--- src/rtl/gpio_pinbank_pkg.sv ---
package gpio_pinbank_pkg;

  localparam int FIELD_W = 4;
  localparam logic [FIELD_W-1:0] CFG_RESET = 4'h4;

  typedef struct packed {
    logic drive;
    logic open_drain;
    logic alt_sel;
    logic pull_en;
    logic analog;
  } pin_ctl_t;

  // Low two bits: output speed, 00 = input. Upper two bits: sub-mode.
  function automatic pin_ctl_t decode_field(input logic [FIELD_W-1:0] f);
    pin_ctl_t c;
    c = '0;
    if (f[1:0] == 2'b00) begin
      case (f[3:2])
        2'b00:   c.analog  = 1'b1;
        2'b10:   c.pull_en = 1'b1;
        default: c = '0;
      endcase
    end else begin
      c.drive      = 1'b1;
      c.open_drain = f[2];
      c.alt_sel    = f[3];
    end
    return c;
  endfunction

endpackage

--- src/rtl/gpio_pinbank_insync.sv ---
module gpio_pinbank_insync #(
  parameter int WIDTH = 16
) (
  input  logic             clk,
  input  logic             rst,
  input  logic [WIDTH-1:0] async_in,
  output logic [WIDTH-1:0] sync_out
);

  logic [WIDTH-1:0] stage1_q;
  logic [WIDTH-1:0] stage2_q;

  always_ff @(posedge clk) begin
    if (rst) begin
      stage1_q <= '0;
      stage2_q <= '0;
    end else begin
      stage1_q <= async_in;
      stage2_q <= stage1_q;
    end
  end

  assign sync_out = stage2_q;

endmodule

--- src/rtl/gpio_pin_drive.sv ---
module gpio_pin_drive
  import gpio_pinbank_pkg::*;
(
  input  logic               clk,
  input  logic               rst,
  input  logic [FIELD_W-1:0] cfg_field,
  input  logic               latch_bit,
  input  logic               periph_bit,
  output logic               pad_out,
  output logic               pad_oe,
  output logic               pad_pu,
  output logic               pad_pd,
  output logic               analog_mode
);

  pin_ctl_t ctl;
  logic     value;

  assign ctl         = decode_field(cfg_field);
  assign value       = ctl.alt_sel ? periph_bit : latch_bit;
  assign analog_mode = ctl.analog;

  always_ff @(posedge clk) begin
    if (rst) begin
      pad_out <= 1'b0;
      pad_oe  <= 1'b0;
      pad_pu  <= 1'b0;
      pad_pd  <= 1'b0;
    end else begin
      pad_out <= ctl.drive && !ctl.open_drain && value;
      pad_oe  <= ctl.drive && (!ctl.open_drain || !value);
      pad_pu  <= ctl.pull_en && latch_bit;
      pad_pd  <= ctl.pull_en && !latch_bit;
    end
  end

  AST_PULL_EXCLUSIVE: assert property (@(posedge clk) disable iff (rst)
    !(pad_pu && pad_pd));

  AST_DRIVE_NO_PULL: assert property (@(posedge clk) disable iff (rst)
    pad_oe |-> !(pad_pu || pad_pd));

  AST_OD_NEVER_HIGH: assert property (@(posedge clk) disable iff (rst)
    (pad_out |-> pad_oe));

endmodule

--- src/rtl/gpio_pinbank_regs.sv ---
module gpio_pinbank_regs
  import gpio_pinbank_pkg::*;
#(
  parameter int NUM_PINS = 16,
  parameter int DATA_W   = 32,
  parameter int ADDR_W   = 3
) (
  input  logic                        clk,
  input  logic                        rst,
  input  logic [ADDR_W-1:0]           bus_addr,
  input  logic                        bus_we,
  input  logic [DATA_W-1:0]           bus_wdata,
  output logic [DATA_W-1:0]           bus_rdata,
  input  logic [NUM_PINS-1:0]         in_data,
  output logic [NUM_PINS*FIELD_W-1:0] cfg_flat,
  output logic [NUM_PINS-1:0]         latch_q
);

  localparam int FIELDS_PER_WORD = DATA_W / FIELD_W;
  localparam int NUM_BANKS       = NUM_PINS / FIELDS_PER_WORD;
  localparam int A_IN            = NUM_BANKS;
  localparam int A_LATCH         = NUM_BANKS + 1;
  localparam int A_SETCLR        = NUM_BANKS + 2;
  localparam int A_CLR           = NUM_BANKS + 3;
  localparam logic [DATA_W-1:0] BANK_RESET = {FIELDS_PER_WORD{CFG_RESET}};

  logic [DATA_W-1:0]   bank_q [NUM_BANKS];
  logic [NUM_PINS-1:0] latch_d;
  logic [DATA_W-1:0]   rdata_d;
  logic [NUM_PINS-1:0] set_mask;
  logic [NUM_PINS-1:0] clr_mask;

  generate
    for (genvar b = 0; b < NUM_BANKS; b++) begin : g_bank
      always_ff @(posedge clk) begin
        if (rst) begin
          bank_q[b] <= BANK_RESET;
        end else if (bus_we && bus_addr == ADDR_W'(b)) begin
          bank_q[b] <= bus_wdata;
        end
      end
      assign cfg_flat[b*DATA_W +: DATA_W] = bank_q[b];
    end
  endgenerate

  assign set_mask = bus_wdata[NUM_PINS-1:0];
  assign clr_mask = bus_wdata[NUM_PINS +: NUM_PINS];

  always_comb begin
    latch_d = latch_q;
    if (bus_we) begin
      if (bus_addr == ADDR_W'(A_LATCH)) begin
        latch_d = bus_wdata[NUM_PINS-1:0];
      end else if (bus_addr == ADDR_W'(A_SETCLR)) begin
        latch_d = (latch_q & ~clr_mask) | set_mask;
      end else if (bus_addr == ADDR_W'(A_CLR)) begin
        latch_d = latch_q & ~set_mask;
      end
    end
  end

  always_ff @(posedge clk) begin
    if (rst) latch_q <= '0;
    else     latch_q <= latch_d;
  end

  always_comb begin
    rdata_d = '0;
    for (int b = 0; b < NUM_BANKS; b++) begin
      if (bus_addr == ADDR_W'(b)) rdata_d = bank_q[b];
    end
    if (bus_addr == ADDR_W'(A_IN))    rdata_d = DATA_W'(in_data);
    if (bus_addr == ADDR_W'(A_LATCH)) rdata_d = DATA_W'(latch_q);
  end

  always_ff @(posedge clk) begin
    if (rst) bus_rdata <= '0;
    else     bus_rdata <= rdata_d;
  end

  AST_SET_WINS: assert property (@(posedge clk) disable iff (rst)
    (bus_we && bus_addr == ADDR_W'(A_SETCLR)) |=>
      ((latch_q & $past(bus_wdata[NUM_PINS-1:0])) == $past(bus_wdata[NUM_PINS-1:0])));

  AST_CLR_ZEROES: assert property (@(posedge clk) disable iff (rst)
    (bus_we && bus_addr == ADDR_W'(A_CLR)) |=>
      ((latch_q & $past(bus_wdata[NUM_PINS-1:0])) == '0));

  AST_LATCH_HOLDS: assert property (@(posedge clk) disable iff (rst)
    !bus_we |=> $stable(latch_q));

  AST_STROBE_READ_ZERO: assert property (@(posedge clk) disable iff (rst)
    (bus_addr == ADDR_W'(A_SETCLR) || bus_addr == ADDR_W'(A_CLR)) |=> (bus_rdata == '0));

endmodule

--- src/rtl/gpio_pinbank.sv ---
module gpio_pinbank
  import gpio_pinbank_pkg::*;
#(
  parameter int NUM_PINS = 16,
  parameter int DATA_W   = 32,
  parameter int ADDR_W   = 3
) (
  input  logic                clk,
  input  logic                rst,
  input  logic [ADDR_W-1:0]   bus_addr,
  input  logic                bus_we,
  input  logic [DATA_W-1:0]   bus_wdata,
  output logic [DATA_W-1:0]   bus_rdata,
  input  logic [NUM_PINS-1:0] periph_out,
  input  logic [NUM_PINS-1:0] pad_in,
  output logic [NUM_PINS-1:0] pad_out,
  output logic [NUM_PINS-1:0] pad_oe,
  output logic [NUM_PINS-1:0] pad_pu,
  output logic [NUM_PINS-1:0] pad_pd
);

  logic [NUM_PINS*FIELD_W-1:0] cfg_flat;
  logic [NUM_PINS-1:0]         latch_q;
  logic [NUM_PINS-1:0]         sync_q;
  logic [NUM_PINS-1:0]         analog_vec;
  logic [NUM_PINS-1:0]         in_data;

  gpio_pinbank_regs #(
    .NUM_PINS (NUM_PINS),
    .DATA_W   (DATA_W),
    .ADDR_W   (ADDR_W)
  ) u_regs (
    .clk       (clk),
    .rst       (rst),
    .bus_addr  (bus_addr),
    .bus_we    (bus_we),
    .bus_wdata (bus_wdata),
    .bus_rdata (bus_rdata),
    .in_data   (in_data),
    .cfg_flat  (cfg_flat),
    .latch_q   (latch_q)
  );

  gpio_pinbank_insync #(
    .WIDTH (NUM_PINS)
  ) u_insync (
    .clk      (clk),
    .rst      (rst),
    .async_in (pad_in),
    .sync_out (sync_q)
  );

  assign in_data = sync_q & ~analog_vec;

  generate
    for (genvar p = 0; p < NUM_PINS; p++) begin : g_pin
      gpio_pin_drive u_pin (
        .clk         (clk),
        .rst         (rst),
        .cfg_field   (cfg_flat[p*FIELD_W +: FIELD_W]),
        .latch_bit   (latch_q[p]),
        .periph_bit  (periph_out[p]),
        .pad_out     (pad_out[p]),
        .pad_oe      (pad_oe[p]),
        .pad_pu      (pad_pu[p]),
        .pad_pd      (pad_pd[p]),
        .analog_mode (analog_vec[p])
      );
    end
  endgenerate

endmodule

--- config.mk ---
export PLATFORM = sky130hd
export DESIGN_NAME = gpio_pinbank
export DESIGN_NICKNAME = d
export VERILOG_FILES = /design/src/rtl/gpio_pinbank_pkg.sv /design/src/rtl/gpio_pinbank_insync.sv /design/src/rtl/gpio_pin_drive.sv /design/src/rtl/gpio_pinbank_regs.sv /design/src/rtl/gpio_pinbank.sv
export SDC_FILE = /design/constraint.sdc
export NUM_CORES = 1
export LEC_CHECK = 0
export ABC_AREA = 1
export BUFFER_PORTS_ARGS = -buffer_cell sky130_fd_sc_hd__buf_4
export CORE_MARGIN = 1
export CORE_UTILIZATION = 59
export CTS_BUF_LIST = sky130_fd_sc_hd__clkbuf_16
export CTS_CLUSTER_DIAMETER = 80
export DETAILED_ROUTE_END_ITERATION = 10
export PLACE_DENSITY = 0.82
export RECOVER_POWER = 50
export SETUP_SLACK_MARGIN = 0.02
export SYNTH_ARGS = -nofsm -noshare
export SYNTH_HDL_FRONTEND = slang
export SYNTH_SLANG_ARGS = --single-unit
--- constraint.sdc ---
create_clock -name clk -period 9.39 [get_ports clk]
set_input_delay 0.4695 -clock clk [delete_from_list [all_inputs] [get_ports clk]]
set_output_delay 0.4695 -clock clk [all_outputs]
set_load 0.005 [all_outputs]
==> flow_metrics.py <==
metrics = {
    "floorplan": {
        "die_x_um": 122,
        "rows": 43,
        "start_util_pct": 60.6,
        "die-area_mm2": 0.0148,
        "die_y_um": 122,
        "core_area_mm2": 0.0139,
        "ios": 166,
    },
    "pwr": {
        "ir_drop_mv": 0.121,
        "leakagePower_uw": 0.00451,
        "powerDensity_mw_per_mm2": 194,
    },
    "drt": {
        "viasPerCell": 5.25,
        "drc": 0,
        "drtIter0Drc": 764,
        "drt-pass1-iter-count": 5,
        "drt_wl_total_mm": 20.4,
        "num_vias": 6786,
        "routedWlPerCell_um": 15.8,
        "final_antenna_net_count": 0,
    },
    "grt": {
        "grt_max_degree": 63,
        "antenna_found_initial": 0,
        "overflow": 0,
        "grt_pass1_vias": 6286,
        "grt_first_pass_wirelength_mm": 31.5,
        "grtUsageTotal_pct": 28.0,
    },
    "job": {
        "max_cap_viol_count": 1,
    },
    "setup_path": {
        "cp_max_fo": 62,
        "cp_data_arrival_time_ns": 5.87,
        "critPathSlowestCell": "clkbuf_1",
        "reg2reg_slack_ns": 7.89,
        "worstSetupEndpoint": "u_regs.bank_q[1][29]",
        "critPathKind": "in2reg",
        "crit_path_end_kind": "register",
        "reg2reg_to": "u_regs.bus_rdata[3]",
        "worstPathCellList": "clkbuf_1 > clkinv_1 > clkbuf_1 > o21ai_2 > buf_4",
        "cp.required_ns": 9.56,
        "r2r_cells": 6,
        "reg2reg_from": "u_regs.bank_q[0][13]",
        "startpoint": "rst",
        "critPathMostFrequentCell": "clkbuf_1",
        "critPathMaxStageDelay_ns": 2.10,
        "startpoint_type": "input pin",
    },
    "logic_synthesis": {
        "synth_nets": 1076,
        "netlist_area_mm2": 0.00845,
        "synth_area_per_cell_um2": 8.40,
        "seq_area_frac_synth_pct": 56.9,
        "ys_ff_latch": 208,
        "synthTopCellsByArea": "dfxtp_1 (34%), edfxtp_1 (23%), nor2_1 (7.7%)",
        "synth_flop_cell": "dfxtp_1",
        "synth-edff-count": 64,
        "synthCells": 1006,
        "synth_top_area_cell": "dfxtp_1",
        "yosys_warnings": 0,
        "synth_top_area_share_pct": 34.1,
        "async_flop_share_pct": 0,
        "synth.distinct_cells": 24,
    },
    "layout": {
        "fillCellCount": 1050,
        "diodes": 0,
        "layout.nets": 1169,
        "area_delta_synth_final_pct": 17.6,
        "finalNonFillerCells": 1293,
        "drive_above_1_share_pct": 18.5,
    },
    "cts": {
        "clk_pin_slew_ns": 0.06,
        "cts_tree": "yes",
        "clockBufferDepth": 3,
        "numCtsBuffers": 21,
        "cts_max_level": 1,
        "post_cts_resize_count": 0,
        "cts.sinks": 208,
        "hold_buffers": 0,
        "cts_root_buf": "clkbuf_16",
        "post_cts_buffers": 0,
        "clk_latency_ns": 0.49,
    },
    "placement": {
        "gp_congestion": 0.874,
        "port-buffer-count": 165,
        "dp_cells": 1256,
        "dp_hpwl_mm": 14.7,
    },
    "sta": {
        "hold_viol_final": 0,
        "fin_setup_tns_ns": 0,
        "tightest_slew_ns": 3.02,
        "timing.final.crit_share_pct": 60.8,
        "slew_headroom_pct": -101,
        "worst_clock_skew_ns": 0.00791,
        "rsz0062_at_grt": "no",
        "fmax_ghz": 0.175,
        "setup_violations": 0,
        "slew_violations": 63,
        "final.min_clock_period_ns": 5.71,
    },
    "outcome": {
        "violations": "max-capacitance violations, max-slew violations",
        "status": "finished with violations",
    },
    "worst_hold_path": {
        "hp-class": "in2reg",
    },
}
## per-stage QoR
| stage | utilization (%) | area, µm² | hold slack, ns | setup slack [ns] | total power [µW] |
|---|---|---|---|---|---|
| 5_1_grt | 71.3 | 9930 | 0.167 | 3.26 | 1990 |
| 3_5_place_dp | 66.9 | 9320 | 0.392 | 5.68 | 1180 |
| 6_report | 71.3 | 9930 | 0.172 | 3.68 | 1920 |
| 3_3_place_gp | 66.9 | 9320 | 0.390 | 5.82 | 1180 |
| 4_1_cts | 71.4 | 9950 | 0.167 | 6.22 | 1930 |
| 2_1_floorplan | - | 8450 | 0.388 | 5.50 | 1110 |
## power by group
group	internal, µW	switching [µW]	total (µW)
logic	66.1	109	175
clock network	433	325	758
registers	970	20.6	991
## worst min-delay path by stage
stage                                      from                     to  slack [ns]  depth (start not counted)
after floorplan            u_insync.stage1_q[0]   u_insync.sync_out[0]        0.39                          2
after global placement     u_insync.stage1_q[5]   u_insync.sync_out[5]        0.39                          2
after detailed placement  u_insync.stage1_q[13]  u_insync.sync_out[13]        0.39                          2
after CTS                             pad_in[7]   u_insync.stage1_q[7]        0.17                          3
after global routing                  pad_in[2]   u_insync.stage1_q[2]        0.17                          3
final                                 pad_in[7]   u_insync.stage1_q[7]        0.17                          3
## layer usage
metal  up-vias  part of all wire [%]  track usage, %  wire (µm)
met5         -                     0               0          0
met4         0                   3.5            12.0        714
met3        56                    11            5.24       2170
met2       409                    47            47.1       9670
met1      3004                    38            35.3       7830
li1       3317                     -               -          -
## cell families after synthesis
family                 after synthesis  share of synthesized area [%]
AND/OR/NAND/NOR                    422                           21.4
buffers and inverters              267                           14.9
AO/OA/AOI/OAI                      109                           6.86
flip-flops                         208                           56.9
## cell usage in the layout (no fill, tap or decap), types with 2 or more instances in the layout
master     synthesis  routed
clkinv_2           0       3
nand3_1           65      65
clkbuf_4           0      94
nor2_2             3       3
inv_1            163     171
o21ai_0           58      56
a31oi_1            6       6
nand2_1          127     127
clkbuf_16          0      21
nor2_1           173     173
nor4_1            21      21
o21ai_2            0       2
edfxtp_1          64      64
clkinv_1           1       2
nor3_1            19      19
buf_4             64      71
clkbuf_1          24       4
nor3_4             2       2
dfxtp_1          144     144
o22ai_1           18      18
a21oi_1           25      25
inv_2              4       5
nand4_1           10      10
## layout make-up
cell class	count	area (µm²)	area share, %
multi-input combinational	531	2390	24.1
timing repair buffer	169	1250	12.6
sequential	208	4800	48.4
clock inverter	16	98.8	0.995
inverter	168	631	6.35
tap	180	225	2.27
clock buffer	21	526	5.29
## state kept, by name, indices dropped and copies added, names as in the netlist
name,flops
g_pin.u_pin.pad_out,16
u_regs.latch_q,16
g_pin.u_pin.pad_pu,16
u_insync.sync_out,16
g_pin.u_pin.pad_oe,16
g_pin.u_pin.pad_pd,16
u_regs.bus_rdata,32
u_insync.stage1_q,16
u_regs.bank_q,64
## critical path, delay by kind of cell
family	cells	cell delay, ns
AO/OA/AOI/OAI	1	0.60
buffers and inverters	4	4.76
## synthesized netlist by cell type (11+ instances only)
| master | count |
|---|---|
| nand3_1 | 65 |
| nand2_1 | 127 |
| nor2_1 | 173 |
| buf_4 | 64 |
| a21oi_1 | 25 |
| o21ai_0 | 58 |
| buf_2 | 11 |
| dfxtp_1 | 144 |
| inv_1 | 163 |
| nor3_1 | 19 |
| clkbuf_1 | 24 |
| nor4_1 | 21 |
| edfxtp_1 | 64 |
| o22ai_1 | 18 |
Power figures use the tool's default switching activity.
